File: config.mk
export PLATFORM = sky130hd
export DESIGN_NAME = con_uart_front
export DESIGN_NICKNAME = d
export VERILOG_FILES = /design/src/rtl/con_uart_pkg.sv /design/src/rtl/cu_decode.sv /design/src/rtl/cu_chan.sv /design/src/rtl/cu_irq.sv /design/src/rtl/con_uart_front.sv
export SDC_FILE = /design/constraint.sdc
export NUM_CORES = 1
export LEC_CHECK = 0
export BUFFER_PORTS_ARGS = -buffer_cell sky130_fd_sc_hd__buf_2
export CAP_MARGIN = 20
export CELL_PAD_IN_SITES_DETAIL_PLACEMENT = 1
export CELL_PAD_IN_SITES_GLOBAL_PLACEMENT = 1
export CORE_UTILIZATION = 23
export DETAILED_ROUTE_END_ITERATION = 8
export HOLD_SLACK_MARGIN = 0.02
export PLACE_DENSITY_LB_ADDON = 0.1
export SLEW_MARGIN = 20
export SYNTH_ARGS = -nofsm -noshare
export SYNTH_HDL_FRONTEND = slang
export SYNTH_SLANG_ARGS = --single-unit
File: constraint.sdc
create_clock -name clk -period 1.8 [get_ports clk]
set_clock_uncertainty 0.1 [all_clocks]
set_input_delay 0.27 -clock clk [delete_from_list [all_inputs] [get_ports clk]]
set_output_delay 0.27 -clock clk [all_outputs]
set_load 0.02 [all_outputs]
File: src/rtl/con_uart_pkg.sv
package con_uart_pkg;

  localparam int NCHAN = 2;

  // register kinds inside a channel's window
  localparam int KIND_STAT = 0;
  localparam int KIND_CMD  = 1;
  localparam int KIND_HOLD = 2;

  localparam int CHAN_BASE   = 'h40C;
  localparam int KIND_STRIDE = 'h8;
  localparam int CHAN_STRIDE = 'h40;
  localparam int OFS_INTREG  = 'h42C;

  // interrupt status / mask bit positions
  localparam int IB_TXA = 0;
  localparam int IB_RXA = 1;
  localparam int IB_TXB = 4;
  localparam int IB_RXB = 5;

  // status and command bit positions
  localparam int SB_RXAV  = 0;
  localparam int SB_TXRDY = 2;
  localparam int CB_TXOFF = 3;

  function automatic int reg_ofs(input int ch, input int kind);
    return CHAN_BASE + kind * KIND_STRIDE + ch * CHAN_STRIDE;
  endfunction

  function automatic logic [7:0] status_byte(input logic rx_avail);
    logic [7:0] s;
    s = '0;
    s[SB_TXRDY] = 1'b1;
    s[SB_RXAV]  = rx_avail;
    return s;
  endfunction

  function automatic int rx_bit(input int ch);
    return (ch == 0) ? IB_RXA : IB_RXB;
  endfunction

  function automatic logic [7:0] isr_next(input logic [7:0] cur,
                                          input logic [7:0] sets,
                                          input logic [7:0] clrs);
    return (cur & ~clrs) | sets;
  endfunction

endpackage

File: src/rtl/cu_decode.sv
module cu_decode
  import con_uart_pkg::*;
#(
  parameter int ADDR_W = 12
) (
  input  logic              sel,
  input  logic              wr,
  input  logic [ADDR_W-1:0] addr,
  output logic [NCHAN-1:0]  rd_stat,
  output logic [NCHAN-1:0]  wr_cmd,
  output logic [NCHAN-1:0]  rd_hold,
  output logic [NCHAN-1:0]  wr_hold,
  output logic              rd_int,
  output logic              wr_int
);

  logic rd_cyc, wr_cyc;
  assign rd_cyc = sel & ~wr;
  assign wr_cyc = sel & wr;

  for (genvar c = 0; c < NCHAN; c++) begin : g_ch
    assign rd_stat[c] = rd_cyc && (addr == ADDR_W'(reg_ofs(c, KIND_STAT)));
    assign wr_cmd[c]  = wr_cyc && (addr == ADDR_W'(reg_ofs(c, KIND_CMD)));
    assign rd_hold[c] = rd_cyc && (addr == ADDR_W'(reg_ofs(c, KIND_HOLD)));
    assign wr_hold[c] = wr_cyc && (addr == ADDR_W'(reg_ofs(c, KIND_HOLD)));
  end

  assign rd_int = rd_cyc && (addr == ADDR_W'(OFS_INTREG));
  assign wr_int = wr_cyc && (addr == ADDR_W'(OFS_INTREG));

endmodule

File: src/rtl/cu_chan.sv
module cu_chan
  import con_uart_pkg::*;
#(
  parameter int DATA_W = 8
) (
  input  logic              clk,
  input  logic              rst_n,
  input  logic              rx_valid,
  input  logic [DATA_W-1:0] rx_data,
  output logic              rx_ready,
  input  logic              rd_hold,
  input  logic              wr_hold,
  input  logic              wr_cmd,
  input  logic [DATA_W-1:0] wdata,
  output logic              arrival,
  output logic              tx_strobe,
  output logic [DATA_W-1:0] tx_data,
  output logic              flush,
  output logic [DATA_W-1:0] stat_byte,
  output logic [DATA_W-1:0] hold_byte
);

  // seen_q marks that the character now on the stream was already announced
  logic seen_q;

  assign rx_ready  = rd_hold & rx_valid;
  assign arrival   = rx_valid & ~seen_q;
  assign tx_strobe = wr_hold;
  assign tx_data   = wdata;
  assign flush     = wr_cmd & wdata[CB_TXOFF];
  assign stat_byte = DATA_W'(status_byte(rx_valid));
  assign hold_byte = rx_valid ? rx_data : '0;

  always_ff @(posedge clk) begin
    if (!rst_n) seen_q <= 1'b0;
    else        seen_q <= rx_valid & ~rx_ready;
  end

  // a character that stays on the stream is announced once only
  a_r4_single_arrival: assert property (@(posedge clk) disable iff (!rst_n)
    (arrival && !rx_ready) |=> !arrival);

endmodule

File: src/rtl/cu_irq.sv
module cu_irq
  import con_uart_pkg::*;
#(
  parameter int DATA_W   = 8,
  parameter int TICK_DIV = 2
) (
  input  logic              clk,
  input  logic              rst_n,
  input  logic              tick,
  input  logic              wr_int,
  input  logic [DATA_W-1:0] wdata,
  input  logic [NCHAN-1:0]  arrival,
  input  logic [NCHAN-1:0]  rd_hold,
  input  logic [NCHAN-1:0]  wr_hold,
  input  logic              rd_stat_a,
  output logic [DATA_W-1:0] isr,
  output logic              irq
);

  localparam int SEQ_W = (TICK_DIV > 1) ? $clog2(TICK_DIV) : 1;

  logic [SEQ_W-1:0]  seq_q;
  logic [DATA_W-1:0] mask_q, isr_q;
  logic              irq_q;
  logic              wrap, tx_fire, set_any;
  logic [7:0]        set_v, clr_v;

  assign wrap    = tick && (seq_q == SEQ_W'(TICK_DIV - 1));
  assign tx_fire = wrap && (mask_q[IB_TXA] || mask_q[IB_TXB]);

  always_comb begin
    set_v = '0;
    clr_v = '0;
    for (int c = 0; c < NCHAN; c++) begin
      if (arrival[c] && mask_q[rx_bit(c)]) set_v[rx_bit(c)] = 1'b1;
      if (rd_hold[c]) clr_v[rx_bit(c)] = 1'b1;
    end
    if (tx_fire) begin
      set_v[IB_TXA] = 1'b1;
      set_v[IB_TXB] = 1'b1;
    end
    // either holding write clears the channel A transmit bit
    if (|wr_hold) clr_v[IB_TXA] = 1'b1;
  end

  assign set_any = |set_v;

  always_ff @(posedge clk) begin
    if (!rst_n) begin
      seq_q  <= '0;
      mask_q <= '0;
      isr_q  <= '0;
      irq_q  <= 1'b0;
    end else begin
      if (tick) seq_q <= wrap ? '0 : seq_q + 1'b1;
      if (wr_int) mask_q <= wdata;
      isr_q <= DATA_W'(isr_next(isr_q[7:0], set_v, clr_v));
      if (set_any)        irq_q <= 1'b1;
      else if (rd_stat_a) irq_q <= 1'b0;
    end
  end

  assign isr = isr_q;
  assign irq = irq_q;

  a_r4_rx_raises_irq: assert property (@(posedge clk) disable iff (!rst_n)
    (arrival[0] && mask_q[IB_RXA]) |=> (irq && isr[IB_RXA]));

  a_r5_hold_read_clears: assert property (@(posedge clk) disable iff (!rst_n)
    (rd_hold[0] && !set_v[IB_RXA]) |=> !isr[IB_RXA]);

  a_r6_b_write_keeps_txb: assert property (@(posedge clk) disable iff (!rst_n)
    (wr_hold[1] && !tx_fire) |=> (isr[IB_TXB] == $past(isr[IB_TXB])));

  a_r7_wrap_sets_tx: assert property (@(posedge clk) disable iff (!rst_n)
    tx_fire |=> (isr[IB_TXA] && isr[IB_TXB] && irq));

  a_r8_stat_a_drops_irq: assert property (@(posedge clk) disable iff (!rst_n)
    (rd_stat_a && !set_any) |=> !irq);

endmodule

File: src/rtl/con_uart_front.sv
module con_uart_front
  import con_uart_pkg::*;
#(
  parameter int ADDR_W   = 12,
  parameter int DATA_W   = 8,
  parameter int TICK_DIV = 2
) (
  input  logic              clk,
  input  logic              rst_n,
  input  logic              bus_sel,
  input  logic              bus_wr,
  input  logic [ADDR_W-1:0] bus_addr,
  input  logic [DATA_W-1:0] bus_wdata,
  output logic [DATA_W-1:0] bus_rdata,
  input  logic              tick,
  input  logic              rx_valid_a,
  input  logic [DATA_W-1:0] rx_data_a,
  output logic              rx_ready_a,
  input  logic              rx_valid_b,
  input  logic [DATA_W-1:0] rx_data_b,
  output logic              rx_ready_b,
  output logic              tx_strobe_a,
  output logic [DATA_W-1:0] tx_data_a,
  output logic              tx_strobe_b,
  output logic [DATA_W-1:0] tx_data_b,
  output logic              flush_a,
  output logic              flush_b,
  output logic              irq
);

  logic [NCHAN-1:0]  rd_stat, wr_cmd, rd_hold, wr_hold;
  logic              rd_int, wr_int;
  logic [NCHAN-1:0]  rx_valid_v, rx_ready_v, arrival_v, tx_strobe_v, flush_v;
  logic [DATA_W-1:0] rx_data_v   [NCHAN];
  logic [DATA_W-1:0] tx_data_v   [NCHAN];
  logic [DATA_W-1:0] stat_byte_v [NCHAN];
  logic [DATA_W-1:0] hold_byte_v [NCHAN];
  logic [DATA_W-1:0] isr;

  assign rx_valid_v   = {rx_valid_b, rx_valid_a};
  assign rx_data_v[0] = rx_data_a;
  assign rx_data_v[1] = rx_data_b;

  cu_decode #(.ADDR_W(ADDR_W)) u_dec (
    .sel(bus_sel), .wr(bus_wr), .addr(bus_addr),
    .rd_stat(rd_stat), .wr_cmd(wr_cmd), .rd_hold(rd_hold), .wr_hold(wr_hold),
    .rd_int(rd_int), .wr_int(wr_int)
  );

  for (genvar c = 0; c < NCHAN; c++) begin : g_chan
    cu_chan #(.DATA_W(DATA_W)) u_chan (
      .clk(clk), .rst_n(rst_n),
      .rx_valid(rx_valid_v[c]), .rx_data(rx_data_v[c]), .rx_ready(rx_ready_v[c]),
      .rd_hold(rd_hold[c]), .wr_hold(wr_hold[c]), .wr_cmd(wr_cmd[c]),
      .wdata(bus_wdata), .arrival(arrival_v[c]),
      .tx_strobe(tx_strobe_v[c]), .tx_data(tx_data_v[c]), .flush(flush_v[c]),
      .stat_byte(stat_byte_v[c]), .hold_byte(hold_byte_v[c])
    );
  end

  cu_irq #(.DATA_W(DATA_W), .TICK_DIV(TICK_DIV)) u_irq (
    .clk(clk), .rst_n(rst_n), .tick(tick),
    .wr_int(wr_int), .wdata(bus_wdata),
    .arrival(arrival_v), .rd_hold(rd_hold), .wr_hold(wr_hold),
    .rd_stat_a(rd_stat[0]), .isr(isr), .irq(irq)
  );

  always_comb begin
    bus_rdata = '0;
    if (rd_int) bus_rdata = isr;
    for (int c = 0; c < NCHAN; c++) begin
      if (rd_stat[c]) bus_rdata = stat_byte_v[c];
      if (rd_hold[c]) bus_rdata = hold_byte_v[c];
    end
  end

  assign rx_ready_a  = rx_ready_v[0];
  assign rx_ready_b  = rx_ready_v[1];
  assign tx_strobe_a = tx_strobe_v[0];
  assign tx_strobe_b = tx_strobe_v[1];
  assign tx_data_a   = tx_data_v[0];
  assign tx_data_b   = tx_data_v[1];
  assign flush_a     = flush_v[0];
  assign flush_b     = flush_v[1];

  // a flush pulse only ever accompanies a bus write
  a_r9_flush_on_write: assert property (@(posedge clk) disable iff (!rst_n)
    (flush_a || flush_b) |-> (bus_sel && bus_wr));

  // the interrupt line starts low
  a_r1_irq_low_after_reset: assert property (@(posedge clk)
    !rst_n |=> !irq);

endmodule

Word level (Yosys, flattened, before mapping)
Index checks and enable logic that the tools add are counted.
{"block": "word_totals", "mem_bits_rw": 0, "in_bits": 43, "mem_count": 0, "output_inout_bits": 31, "mem_bits_ro": 0, "register_bits": 18, "latch_bits": 0, "elab_cells": 66}
{"block": "classes", "n_reduce_logical": 18, "n_mux": 16, "n_mul": 0, "div": 0, "shifts": 0, "add_sub_neg": 1, "n_lt_le_gt_ge": 0, "bitwise": 18, "n_eq_ne": 7}
{"op": "== test 12 x 11 -> 1 bit (second input constant)", "n": 7}
{"op": "2-to-1 mux 8 bit", "n": 7}
{"op": "logical AND 1 bit", "n": 14}
{"op": "AND 1 bit", "n": 10}
{"op": "2-to-1 mux 1 bit", "n": 9}
{"op": "AND 8 bit", "n": 1}
{"op": "NOT 6 -> 8 bit", "n": 1}
{"op": "bitwise OR 8 x 6 -> 8 bit", "n": 1}
{"op": "NOT 1 bit", "n": 5}
{"op": "OR reduction 3 bit", "n": 1}
{"op": "nonzero test 2 bit", "n": 1}
{"op": "OR reduction 2 bit", "n": 1}
{"op": "adder 1 bit (second input constant)", "n": 1}
{"op": "logical OR 1 bit", "n": 1}

Logic depth before layout (Yosys ltp)
{"block": "logic_depth", "word_depth": 8, "mapped_depth": 6}

By module
A second synthesis with hierarchy kept.
{"block": "unflattened", "cells_unflattened": 179, "hier_area_um2": 1412.6}
{"module": "cu_chan", "cells_per_inst": 33, "instances": 2, "area_each_um2": 251.5}
{"module": "cu_irq", "cells_per_inst": 40, "instances": 1, "area_each_um2": 415.4}
{"module": "con_uart_front", "cells_per_inst": 48, "instances": 1, "area_each_um2": 300.3}
{"module": "cu_decode", "cells_per_inst": 25, "instances": 1, "area_each_um2": 193.9}

Least setup slack after synthesis
OpenSTA, ideal clock, no wires.
{"block": "synth_timing", "path_kind": "input to output", "from": "input port bus_addr[9]", "to": "output port tx_strobe_a", "path_stages": 4, "slack_ps": -483, "arrival_time_ps": 1913, "path_buffers": 0, "required_time_ps": 1430, "path_cell_list": "or4b_4 nor4_4 nand2_1 nor4_1"}
{"block": "synth_between", "elab_chain_cells": 2}
{"item": "from (decl)", "line": "con_uart_front.sv:12", "rtl": "input logic [ADDR_W-1:0] bus_addr,"}
{"item": "== test 12 x 11 -> 1 bit", "line": "cu_decode.sv:25", "rtl": "assign wr_hold[c] = wr_cyc && (addr == ADDR_W'(reg_ofs(c, KIND_HOLD)));"}
{"item": "logical AND 1 bit", "line": "cu_decode.sv:25"}
{"item": "to (decl)", "line": "con_uart_front.sv:22", "rtl": "output logic tx_strobe_a,"}
No other way between the ends.

Worst setup path after layout
{"block": "layout_timing", "from": "input port bus_addr[9]", "to": "output port rx_ready_a"}
{"block": "layout_between", "elab_chain_cells": 3}
{"item": "== test 12 x 11 -> 1 bit", "line": "cu_decode.sv:24", "rtl": "assign rd_hold[c] = rd_cyc && (addr == ADDR_W'(reg_ofs(c, KIND_HOLD)));"}
{"item": "logical AND 1 bit", "line": "cu_decode.sv:24"}
{"item": "AND 1 bit", "line": "cu_chan.sv:26", "rtl": "assign rx_ready = rd_hold & rx_valid;"}
{"item": "to (decl)", "line": "con_uart_front.sv:18", "rtl": "output logic rx_ready_a,"}
No other way between the ends.

==> run metrics <==
first-pass GRT wire length=4930 um; violations in the final reports=setup timing; met2 global-route usage=26.4%; Ys Warns=0; port bufs=64; Routed WL=3030 um; number of library cell types mapped by synthesis=35; maximum count of clock buffers along a single path=2; data required time of the worst path=1.43 ns; antenna violation net count after detailed routing=0; setup repair after global routing missed its margin=true; cell depth of the worst flop-to-flop path=2; Die Width=66.0 um; clock net sink count=12; remaining max-slew budget at the tightest pin=72.7%; max-slew violation count=0; Via-to-Cell Ratio=4.72; final weighted congestion in routability-driven placement=0.763; number of buffers inserted during clock tree synthesis=3; met3 track demand over resource=0.690%; cells taking the most area after synthesis=sky130_fd_sc_hd__dfxtp_1 (26%), sky130_fd_sc_hd__buf_4 (13%), sky130_fd_sc_hd__nand2_1 (7.2%), sky130_fd_sc_hd__a22oi_1 (4.8%), sky130_fd_sc_hd__mux2i_1 (4.3%); power density cells=427 nW/um^2; via count of the first global-routing pass=1107; final critical-path required period=2.10 ns; antenna violations before repair=0; largest fanout on the critical path=5; I/O pin count=74; Iter 0 DRT Violations=32; cell type with the highest aggregate area in the netlist=sky130_fd_sc_hd__dfxtp_1; CTS root buffer=sky130_fd_sc_hd__clkbuf_8; max-capacitance violation count=0; Hold Crit Class=in2reg; leading cell types in the layout, fill and taps excluded=sky130_fd_sc_hd__buf_2 (49), sky130_fd_sc_hd__buf_4 (19), sky130_fd_sc_hd__nand2_1 (16), sky130_fd_sc_hd__buf_6 (13), sky130_fd_sc_hd__dfxtp_1 (12); status=complete, but fails checks; area share of the leading cell type in the synthesized netlist=25.5%; gr ovfl total=0; Critical Path AT=1.73 ns; syn_area_per_cell=7.84 um^2; Fin. Hold Viols=0; final worst-path setup slack=-0.300 ns; utilization after layout=40.8%; Finish-stage setup viols=15; number of nets produced by synthesis=163; detailed placer's ending HPWL=2530 um; worst hold path cell count=3; CTS clk-pin slew, worst paths=0.05 ns; share of the cycle needed by the critical path after routing=117%; H-tree levels=1; worst vdd rail ir drop=0.358 mV; Final Hold Slack=0.190 ns; routed vias=1090; routing layer with the top usage in global route=met2; Die ar.=4350 um^2; synth-to-layout area growth=64.8%; Post-route DRC=0; static leakage=0.736 nW; kind of start point of the critical path=input pin; summed instance area of the synthesized netlist=941 um^2; # nets final=228; most common cell after layout, fill and taps aside=sky130_fd_sc_hd__buf_2; insertion delay of the later-clocked pin in the worst-skew pair=0.23 ns; share of cells above drive strength 1=60.1%; drt pass-1 iters=4; starting density of the core=24.8%; critical path endpoint category=primary output; fill cell count=470; post-synthesis cell count=120; achievable clock frequency=476 MHz; TritonCTS clock tree=done; met1 track demand over resource in global routing=18.1%; gr usage total=14.8%; detail-routed net length per standard cell=13.1 um; number of flip-flops and latches in the synthesized netlist=12; sequential area share after synthesis=25.5%; class of the most critical setup path=in2out; placeable core area=3800 um^2; maximum number of pins on one net before global-route repair=17; height of the die=66.0 um; worst-margin pin slew=0.404 ns; Placement Rows=22; antenna diode count=0
## where the power goes
part           leakage, nW  switching (mW)  internal, mW
sequential          0.0974         0.00258         0.271
clock               0.0216          0.0868         0.146
combinational        0.617          0.0829        0.0718
## flip-flops by register name (all words and copies together) (netlist names)
name / count
u_irq.isr: 4
u_irq.irq: 1
u_irq.mask_q: 4
u_irq.seq_q: 1
g_chan.u_chan.seen_q: 2
## worst max-delay path, stage by stage
cell and delay [ns]:
sky130_fd_sc_hd__buf_6 0.09, sky130_fd_sc_hd__or4b_4 0.53, sky130_fd_sc_hd__nor4_4 0.15, sky130_fd_sc_hd__buf_6 0.16
sky130_fd_sc_hd__nor3b_4 0.24, sky130_fd_sc_hd__and2_4 0.18, sky130_fd_sc_hd__buf_6 0.11
## layout make-up
type | instances | area [um^2] | share of cell area, %
Tap cell | 48 | 60.1 | 3.87
Inverter | 2 | 7.51 | 0.484
Multi-Input combinational cell | 85 | 667 | 43.0
Timing Repair Buffer | 81 | 534 | 34.5
Clock buffer | 3 | 41.3 | 2.66
Sequential cell | 12 | 240 | 15.5
## final timing paths
path | from | end | slack (ns)
worst max-delay path | bus_addr[9] | rx_ready_a | -0.30
worst min register to register | u_irq.mask_q[5]$_SDFFE_PN0P_ | u_irq.mask_q[5]$_SDFFE_PN0P_ | 0.36
worst max register to register | u_irq.mask_q[4]$_SDFFE_PN0P_ | u_irq.irq$_SDFFE_PN0P_ | 0.60
worst min-delay path | bus_wdata[4] | u_irq.mask_q[4]$_SDFFE_PN0P_ | 0.19
## metrics by stage
stage | cell area [um^2] | setup TNS [ns] | std cells | total power, mW | worst slack (ns)
floorplan | 975 | -3.21 | 120 | 0.371 | -0.265
global placement | 1320 | -6.27 | 225 | 0.423 | -0.387
detailed placement | 1320 | -6.56 | 225 | 0.427 | -0.432
CTS | 1470 | -3.41 | 232 | 0.671 | -0.332
global route | 1550 | -4.16 | 231 | 0.696 | -0.372
finish | 1550 | -3.17 | 231 | 0.662 | -0.300
## cell families (layout without fill, tap and decap cells)
| logic type | after synthesis | after routing | synth area share [%] |
|---|---|---|---|
| XOR/XNOR | 1 | 1 | 0.931 |
| multiplexers | 4 | 4 | 4.26 |
| flip-flops | 12 | 12 | 25.5 |
| buffers and inverters | 23 | 86 | 15.6 |
| AND/OR/NAND/NOR | 56 | 56 | 36.2 |
| AO/OA/AOI/OAI | 24 | 24 | 17.6 |
## cells in the mapped netlist
| cell | n |
|---|---|
| sky130_fd_sc_hd__nor4_4 | 1 |
| sky130_fd_sc_hd__o21ai_0 | 3 |
| sky130_fd_sc_hd__a221oi_1 | 1 |
| sky130_fd_sc_hd__nand3b_1 | 3 |
| sky130_fd_sc_hd__nor3b_4 | 1 |
| sky130_fd_sc_hd__a21o_1 | 1 |
| sky130_fd_sc_hd__and2_0 | 1 |
| sky130_fd_sc_hd__mux2i_1 | 4 |
| sky130_fd_sc_hd__a31oi_1 | 3 |
| sky130_fd_sc_hd__xor2_1 | 1 |
| sky130_fd_sc_hd__o211a_1 | 1 |
| sky130_fd_sc_hd__nand2b_1 | 3 |
| sky130_fd_sc_hd__nand4b_1 | 1 |
| sky130_fd_sc_hd__a22oi_1 | 6 |
| sky130_fd_sc_hd__nor2_1 | 10 |
| sky130_fd_sc_hd__and4bb_2 | 1 |
| sky130_fd_sc_hd__buf_4 | 16 |
| sky130_fd_sc_hd__nor4b_1 | 2 |
| sky130_fd_sc_hd__inv_1 | 2 |
| sky130_fd_sc_hd__or4b_4 | 1 |
| sky130_fd_sc_hd__and2_1 | 4 |
| sky130_fd_sc_hd__a211oi_1 | 1 |
| sky130_fd_sc_hd__o41a_1 | 1 |
| sky130_fd_sc_hd__clkbuf_1 | 5 |
| sky130_fd_sc_hd__nor3b_1 | 1 |
| sky130_fd_sc_hd__nor3_1 | 4 |
| sky130_fd_sc_hd__nand2_1 | 18 |
| sky130_fd_sc_hd__a41oi_1 | 1 |
| sky130_fd_sc_hd__nand3b_2 | 1 |
| sky130_fd_sc_hd__o21a_1 | 1 |
| sky130_fd_sc_hd__or2_2 | 2 |
| sky130_fd_sc_hd__nand4_2 | 1 |
| sky130_fd_sc_hd__nor4_1 | 1 |
| sky130_fd_sc_hd__a21oi_1 | 5 |
| sky130_fd_sc_hd__dfxtp_1 | 12 |
## timing repair
action                     CTS  global route
cloned                       0             0
pin swaps                    5             7
gates resized for setup     23            24
setup endpoints to repair   16            22
buffers inserted             4             1
hold buffers                 0             0
## per-layer routing
| metal | vias up | share of wire, % | wire, um |
|---|---|---|---|
| met3 | 5 | 4.9 | 148 |
| met1 | 517 | 42 | 1270 |
| li1 | 535 | - | - |
| met2 | 33 | 52 | 1590 |
| met5 | - | 0 | 0 |
| met4 | 0 | 0.76 | 23 |
Note: power is estimated with default switching activity, not from simulation.
